## config.mk

```make
export PLATFORM = sky130hd
export DESIGN_NAME = quad_mac_sum
export DESIGN_NICKNAME = d
export VERILOG_FILES = /design/src/rtl/dsp4_pkg.sv /design/src/rtl/dsp4_sel.sv /design/src/rtl/dsp4_mult.sv /design/src/rtl/dsp4_addsub.sv /design/src/rtl/quad_mac_sum.sv
export SDC_FILE = /design/constraint.sdc
export NUM_CORES = 1
export LEC_CHECK = 0
export ABC_AREA = 1
export BUFFER_PORTS_ARGS = -buffer_cell sky130_fd_sc_hd__buf_2
export CORE_AREA = 4 4 155 306
export CTS_BUF_LIST = sky130_fd_sc_hd__clkbuf_2 sky130_fd_sc_hd__clkbuf_4 sky130_fd_sc_hd__clkbuf_8
export CTS_CLUSTER_SIZE = 25
export DETAILED_ROUTE_END_ITERATION = 8
export DIE_AREA = 0 0 159 310
export SYNTH_ARGS = -nofsm -noshare
export SYNTH_HDL_FRONTEND = slang
export SYNTH_SLANG_ARGS = --single-unit
```

## constraint.sdc

```tcl
create_clock -name clk -period 6.55 [get_ports clk]
set_input_delay 1.965 -clock clk [delete_from_list [all_inputs] [get_ports clk]]
set_output_delay 1.965 -clock clk [all_outputs]
set_load 0.05 [all_outputs]
```

## src/rtl/dsp4_pkg.sv

```systemverilog
package dsp4_pkg;
    localparam int NUM_LANES = 4;
    localparam int NUM_SEL   = 4;

    typedef struct packed {
        logic a_signed;
        logic b_signed;
        logic sub0;
        logic sub1;
    } ctrl_t;
endpackage

```

## src/rtl/dsp4_sel.sv

```systemverilog
module dsp4_sel
    import dsp4_pkg::*;
#(
    parameter int SEL = 0
) (
    input  logic [NUM_SEL-1:0] bank,
    output logic               hit
);
    localparam logic [NUM_SEL-1:0] MASK = NUM_SEL'(1) << SEL;

    assign hit = |(bank & MASK);
endmodule

```

## src/rtl/dsp4_mult.sv

```systemverilog
module dsp4_mult #(
    parameter int A_W = 8,
    parameter int B_W = 8
) (
    input  logic [A_W-1:0]     a,
    input  logic [B_W-1:0]     b,
    input  logic               a_signed,
    input  logic               b_signed,
    output logic [A_W+B_W-1:0] prod
);
    localparam int P_W = A_W + B_W;

    logic [P_W-1:0] a_ext;
    logic [P_W-1:0] b_ext;

    always_comb begin
        a_ext = {{B_W{a_signed & a[A_W-1]}}, a};
        b_ext = {{A_W{b_signed & b[B_W-1]}}, b};
        prod  = a_ext * b_ext;
    end
endmodule

```

## src/rtl/dsp4_addsub.sv

```systemverilog
module dsp4_addsub #(
    parameter int P_W = 16
) (
    input  logic         [P_W-1:0] x,
    input  logic         [P_W-1:0] y,
    input  logic                   in_signed,
    input  logic                   sub,
    output logic         [P_W:0]   res,
    output logic                   res_signed
);
    logic [P_W:0] x_ext;
    logic [P_W:0] y_ext;

    always_comb begin
        x_ext      = {in_signed & x[P_W-1], x};
        y_ext      = {in_signed & y[P_W-1], y};
        res        = sub ? (x_ext - y_ext) : (x_ext + y_ext);
        res_signed = in_signed | sub;
    end
endmodule

```

## src/rtl/quad_mac_sum.sv

```systemverilog
module quad_mac_sum
    import dsp4_pkg::*;
#(
    parameter int A_W          = 8,
    parameter int B_W          = 8,
    parameter bit IN_REG       = 1'b1,
    parameter bit PIPE_REG     = 1'b1,
    parameter bit OUT_REG      = 1'b1,
    parameter bit A_CHAIN      = 1'b0,
    parameter bit B_CHAIN      = 1'b0,
    parameter int IN_CE_SEL    = 0,
    parameter int IN_RST_SEL   = 0,
    parameter int PIPE_CE_SEL  = 1,
    parameter int PIPE_RST_SEL = 1,
    parameter int OUT_CE_SEL   = 2,
    parameter int OUT_RST_SEL  = 3
) (
    input  logic                              clk,
    input  logic [NUM_SEL-1:0]                ce_bank,
    input  logic [NUM_SEL-1:0]                rst_bank,
    input  logic [NUM_LANES-1:0][A_W-1:0]     a_data,
    input  logic [NUM_LANES-1:0][B_W-1:0]     b_data,
    input  logic                              a_signed,
    input  logic                              b_signed,
    input  logic                              sub0,
    input  logic                              sub1,
    input  logic [A_W-1:0]                    a_casc_in,
    input  logic [B_W-1:0]                    b_casc_in,
    output logic [A_W-1:0]                    a_casc_out,
    output logic [B_W-1:0]                    b_casc_out,
    output logic [A_W+B_W+1:0]                result
);
    localparam int P_W   = A_W + B_W;
    localparam int R_W   = P_W + 1;
    localparam int S_W   = P_W + 2;
    localparam int PAIRS = NUM_LANES / 2;

    typedef struct packed {
        logic [NUM_LANES-1:0][A_W-1:0] a;
        logic [NUM_LANES-1:0][B_W-1:0] b;
        ctrl_t                         ctl;
    } in_t;

    typedef struct packed {
        logic [NUM_LANES-1:0][P_W-1:0] p;
        logic                          p_signed;
        logic [PAIRS-1:0]              sub;
    } pipe_t;

    typedef struct packed {
        in_t            in_s;
        pipe_t          pipe_s;
        logic [S_W-1:0] sum;
    } state_t;

    state_t st_d;
    state_t st_q;
    in_t    in_next;
    in_t    in_view;
    pipe_t  pipe_next;
    pipe_t  pipe_view;
    logic [S_W-1:0] sum_next;

    logic ce_in, ce_pipe, ce_out;
    logic rst_in, rst_pipe, rst_out;

    logic [NUM_LANES-1:0][P_W-1:0] prod;
    logic [PAIRS-1:0][R_W-1:0]     part;
    logic [PAIRS-1:0]              part_signed;

    // enable and reset selection per stage
    dsp4_sel #(.SEL(IN_CE_SEL))    u_sel_ce_in    (.bank(ce_bank),  .hit(ce_in));
    dsp4_sel #(.SEL(IN_RST_SEL))   u_sel_rst_in   (.bank(rst_bank), .hit(rst_in));
    dsp4_sel #(.SEL(PIPE_CE_SEL))  u_sel_ce_pipe  (.bank(ce_bank),  .hit(ce_pipe));
    dsp4_sel #(.SEL(PIPE_RST_SEL)) u_sel_rst_pipe (.bank(rst_bank), .hit(rst_pipe));
    dsp4_sel #(.SEL(OUT_CE_SEL))   u_sel_ce_out   (.bank(ce_bank),  .hit(ce_out));
    dsp4_sel #(.SEL(OUT_RST_SEL))  u_sel_rst_out  (.bank(rst_bank), .hit(rst_out));

    // input stage: parallel load or shift chain
    always_comb begin
        in_next.a            = a_data;
        in_next.b            = b_data;
        in_next.ctl.a_signed = a_signed;
        in_next.ctl.b_signed = b_signed;
        in_next.ctl.sub0     = sub0;
        in_next.ctl.sub1     = sub1;
        if (A_CHAIN) begin
            in_next.a[0] = a_casc_in;
            for (int k = 1; k < NUM_LANES; k++) begin
                in_next.a[k] = st_q.in_s.a[k-1];
            end
        end
        if (B_CHAIN) begin
            in_next.b[0] = b_casc_in;
            for (int k = 1; k < NUM_LANES; k++) begin
                in_next.b[k] = st_q.in_s.b[k-1];
            end
        end
    end

    // a chained operand always comes from its register
    always_comb begin
        in_view = IN_REG ? st_q.in_s : in_next;
        if (A_CHAIN) begin
            in_view.a = st_q.in_s.a;
        end
        if (B_CHAIN) begin
            in_view.b = st_q.in_s.b;
        end
    end

    for (genvar g = 0; g < NUM_LANES; g++) begin : g_lane
        dsp4_mult #(.A_W(A_W), .B_W(B_W)) u_mult (
            .a        (in_view.a[g]),
            .b        (in_view.b[g]),
            .a_signed (in_view.ctl.a_signed),
            .b_signed (in_view.ctl.b_signed),
            .prod     (prod[g])
        );
    end

    always_comb begin
        pipe_next.p        = prod;
        pipe_next.p_signed = in_view.ctl.a_signed | in_view.ctl.b_signed;
        pipe_next.sub      = {in_view.ctl.sub1, in_view.ctl.sub0};
    end

    assign pipe_view = PIPE_REG ? st_q.pipe_s : pipe_next;

    for (genvar h = 0; h < PAIRS; h++) begin : g_pair
        dsp4_addsub #(.P_W(P_W)) u_addsub (
            .x          (pipe_view.p[2*h]),
            .y          (pipe_view.p[2*h+1]),
            .in_signed  (pipe_view.p_signed),
            .sub        (pipe_view.sub[h]),
            .res        (part[h]),
            .res_signed (part_signed[h])
        );
    end

    always_comb begin
        sum_next = {part_signed[0] & part[0][R_W-1], part[0]}
                 + {part_signed[1] & part[1][R_W-1], part[1]};
    end

    // next-state for every register stage
    always_comb begin
        st_d = st_q;
        if (rst_in) begin
            st_d.in_s = '0;
        end else if (ce_in) begin
            st_d.in_s = in_next;
        end
        if (rst_pipe) begin
            st_d.pipe_s = '0;
        end else if (ce_pipe) begin
            st_d.pipe_s = pipe_next;
        end
        if (rst_out) begin
            st_d.sum = '0;
        end else if (ce_out) begin
            st_d.sum = sum_next;
        end
    end

    always_ff @(posedge clk) begin
        st_q <= st_d;
    end

    assign result     = OUT_REG ? st_q.sum : sum_next;
    assign a_casc_out = st_q.in_s.a[NUM_LANES-1];
    assign b_casc_out = st_q.in_s.b[NUM_LANES-1];
endmodule

```

==> results.json <==
{
  "num_io_pins": 127,
  "drv_slew": 0,
  "synth_compound_area_share_pct": 9.39,
  "yosys_warnings": 0,
  "layout_setup_ws_ps": 1050,
  "crit_type": "reg2reg",
  "status": "complete, no violations",
  "routed_wl_um": 49100,
  "htreeDepth": 4,
  "postSynthCellCount": 2735,
  "cts_buffers": 17,
  "period_needed_ps": 5500,
  "syn_area_per_cell_sq_um": 7.33,
  "clock-sinks": 153,
  "insertion_delay_ps": 500,
  "grt_max_degree": 74,
  "ant_nets": 0,
  "hold_path_class": "reg2reg",
  "clock.fmax_mhz": 182,
  "num_rows": 110,
  "dr.first_iter.drc_count": 731,
  "holdCritStartpoint": "pipe_view[3]",
  "area_delta_synth_final_pct": 5.45,
  "die_w_um": 159,
  "tightest_slew_ps": 945,
  "cts_root_buffer": "clkbuf_8",
  "wl_per_cell_um": 14.8,
  "cts_resized": 0,
  "holdBufCountCts": 0,
  "final_area_sq_um": 21100,
  "placed_cell_area_sq_um": 20800,
  "powerDensity_nw_per_um2": 176,
  "setup.worst_path.start": "in_view[59]",
  "grt_pass1_vias": 17646,
  "final.setup.tns_ps": 0,
  "drtPass1Iterations": 5,
  "cts_tree": "yes",
  "synth_cell_types": 46,
  "r2r-start": "in_view[59]",
  "grt-ovfl-total": 0,
  "yosysSeqAreaShare_pct": 15.3,
  "cp_cell_sequence": "nand2_1, nor2_1, inv_1, fa_1, inv_1, fa_1, fa_1, fa_1, inv_1, fa_1, inv_1, ha_1, a21oi_1, o21ai_0, nand2_1, nand2_1, nand2_1, a21oi_1, o21ai_0, nand2_1, nand2_1, nand3_1, nand2_1, inv_1",
  "synthFlopType": "dfxtp_1",
  "hold_violations": 0,
  "holdWs_ps": 485,
  "setup_viol": 0,
  "post_cts_buffers": 0,
  "dieArea_sq_um": 49300,
  "slew_headroom_pct": 36.9,
  "final_common_cell": "inv_1",
  "synth_edf_count": 0,
  "period_share_pct": 84.0,
  "num_vias": 16514,
  "end_kind": "flop",
  "cp_data_arrival_time_ps": 5910,
  "core_area_sq_um": 45000,
  "critPathLaunchType": "flop",
  "hpwlAfterDp_um": 40800,
  "synth_simple_gate_area_share_pct": 18.1,
  "ys_ff_latch": 153,
  "postSynth.asyncResetShare_pct": 0,
  "synth_fa_ha_area_share_pct": 36.9,
  "finClkSkew_ps": 15.7,
  "slowest_stage": "dfxtp_1",
  "gp_congestion": 0.886,
  "required_ps": 6960,
  "routed_via_density": 4.98,
  "pre_cts_slack_ps": 1010,
  "slowest_delay_ps": 650,
  "die_h_um": 310,
  "start_util_pct": 44.6,
  "path_clk_slew_ps": 100,
  "synth_mux_area_share_pct": 0,
  "critPathBufInv": 5,
  "grt_pass1_wl_um": 83400,
  "cp_top_family": "adder cells",
  "path_common_cell": "nand2_1",
  "gr-usage-all-layers_pct": 20.6,
  "ir_worst_vdd_v": 0.000138,
  "drc": 0,
  "drive_gt1_share_pct": 6.90,
  "p_leak_nw": 12.0,
  "grt_antenna_before_repair": 1,
  "synth_top_family_by_area": "adder cells",
  "syn_nets": 3266,
  "synth_xor_area_share_pct": 5.46,
  "synth_area_sq_um": 20100,
  "nNetsFinal": 3270,
  "rsz0062_at_grt": "false",
  "path_max_fanout": 11,
  "nFillCells": 4574,
  "drv_cap": 0,
  "port_buffers": 108,
  "final_cell_mix": "inv_1 (631), nand2_1 (582), fa_1 (255), nor2_1 (220), ha_1 (183)",
  "ctsLongestPathBuffers": 2
}
-- power breakdown --
part	internal, W	leakage (nW)	total, W	switching, W
Clock	0.000287	0.185	0.000723	0.000436
Combinational	0.000659	10.6	0.00187	0.00121
Sequential	0.00102	1.26	0.00114	0.000121
-- sequential cells by signal (all words and copies together), names as in the netlist --
signal / count
result: 18
a_casc_out: 8
b_casc_out: 8
in_view: 52
pipe_view: 67
-- worst paths after layout --
path	end	slack (ps)	cells past startpoint
max	pipe_view[48]	1050	24
min	pipe_view[3]	480	2
max reg2reg	pipe_view[48]	1050	24
min reg2reg	pipe_view[3]	480	2
-- synthesized netlist by cell type (all sizes together), types with 10 or more instances --
cell	n	area share [%]
fa	255	25
clkbuf	87	1.6
xor2	76	3.3
nand2	592	11
o21ai	112	2.9
nand3	45	1.2
inv	636	12
a211oi	10	0.37
xnor2	49	2.1
or2	14	0.44
buf	46	1.4
nor3	15	0.45
dfxtp	153	15
nor2	221	4.1
ha	183	11
a21oi	176	4.4
-- routing by layer --
layer	share of wire [%]	vias up	track usage (%)
met1	37	7929	21.6
met4	3.3	0	7.70
li1	-	8188	-
met3	3.0	75	2.12
met2	57	322	41.8
met5	0	-	0
-- cell families (layout without fill, tap and decap cells) --
kind of cell	Yosys count	after routing
AOI/OAI and AO/OA	344	344
xor gates and xnor gates	125	125
adders and majority gates	438	438
buffers and inverters	769	786
DFF	153	153
other	0	2
and+or+nand+nor	906	906
-- final cells by class --
cell class,count,area (sq um),area share [%]
Tap cell,560,701,3.31
Clock buffer,18,248,1.17
Sequential cell,153,3060,14.5
Multi-Input combinational cell,1813,14000,66.2
Inverter,636,2390,11.3
Antenna cell,2,5.00,0.0237
Clock inverter,14,125,0.592
Timing Repair Buffer,118,616,2.91
-- worst reg2reg max path, cell delays in order (launching register included) --
cell	delay, ps
dfxtp_1	650
nand2_1	220
nor2_1	220
inv_1	130
fa_1	500
inv_1	50
fa_1	490
fa_1	510
fa_1	490
inv_1	50
fa_1	500
inv_1	40
ha_1	320
a21oi_1	220
o21ai_0	160
nand2_1	80
nand2_1	50
nand2_1	70
a21oi_1	80
o21ai_0	240
nand2_1	80
nand2_1	60
nand3_1	60
nand2_1	80
inv_1	40
-- through the flow --
stage | util [%] | total power (W) | instances
after floorplan | - | 0.00257 | 2735
after global placement | 46.2 | 0.00300 | 3280
after detailed placement | 46.2 | 0.00303 | 3280
after CTS | 47.0 | 0.00377 | 3312
after global routing | 47.0 | 0.00406 | 3313
final | 47.0 | 0.00373 | 3314
Power figures use the tool's default switching activity.
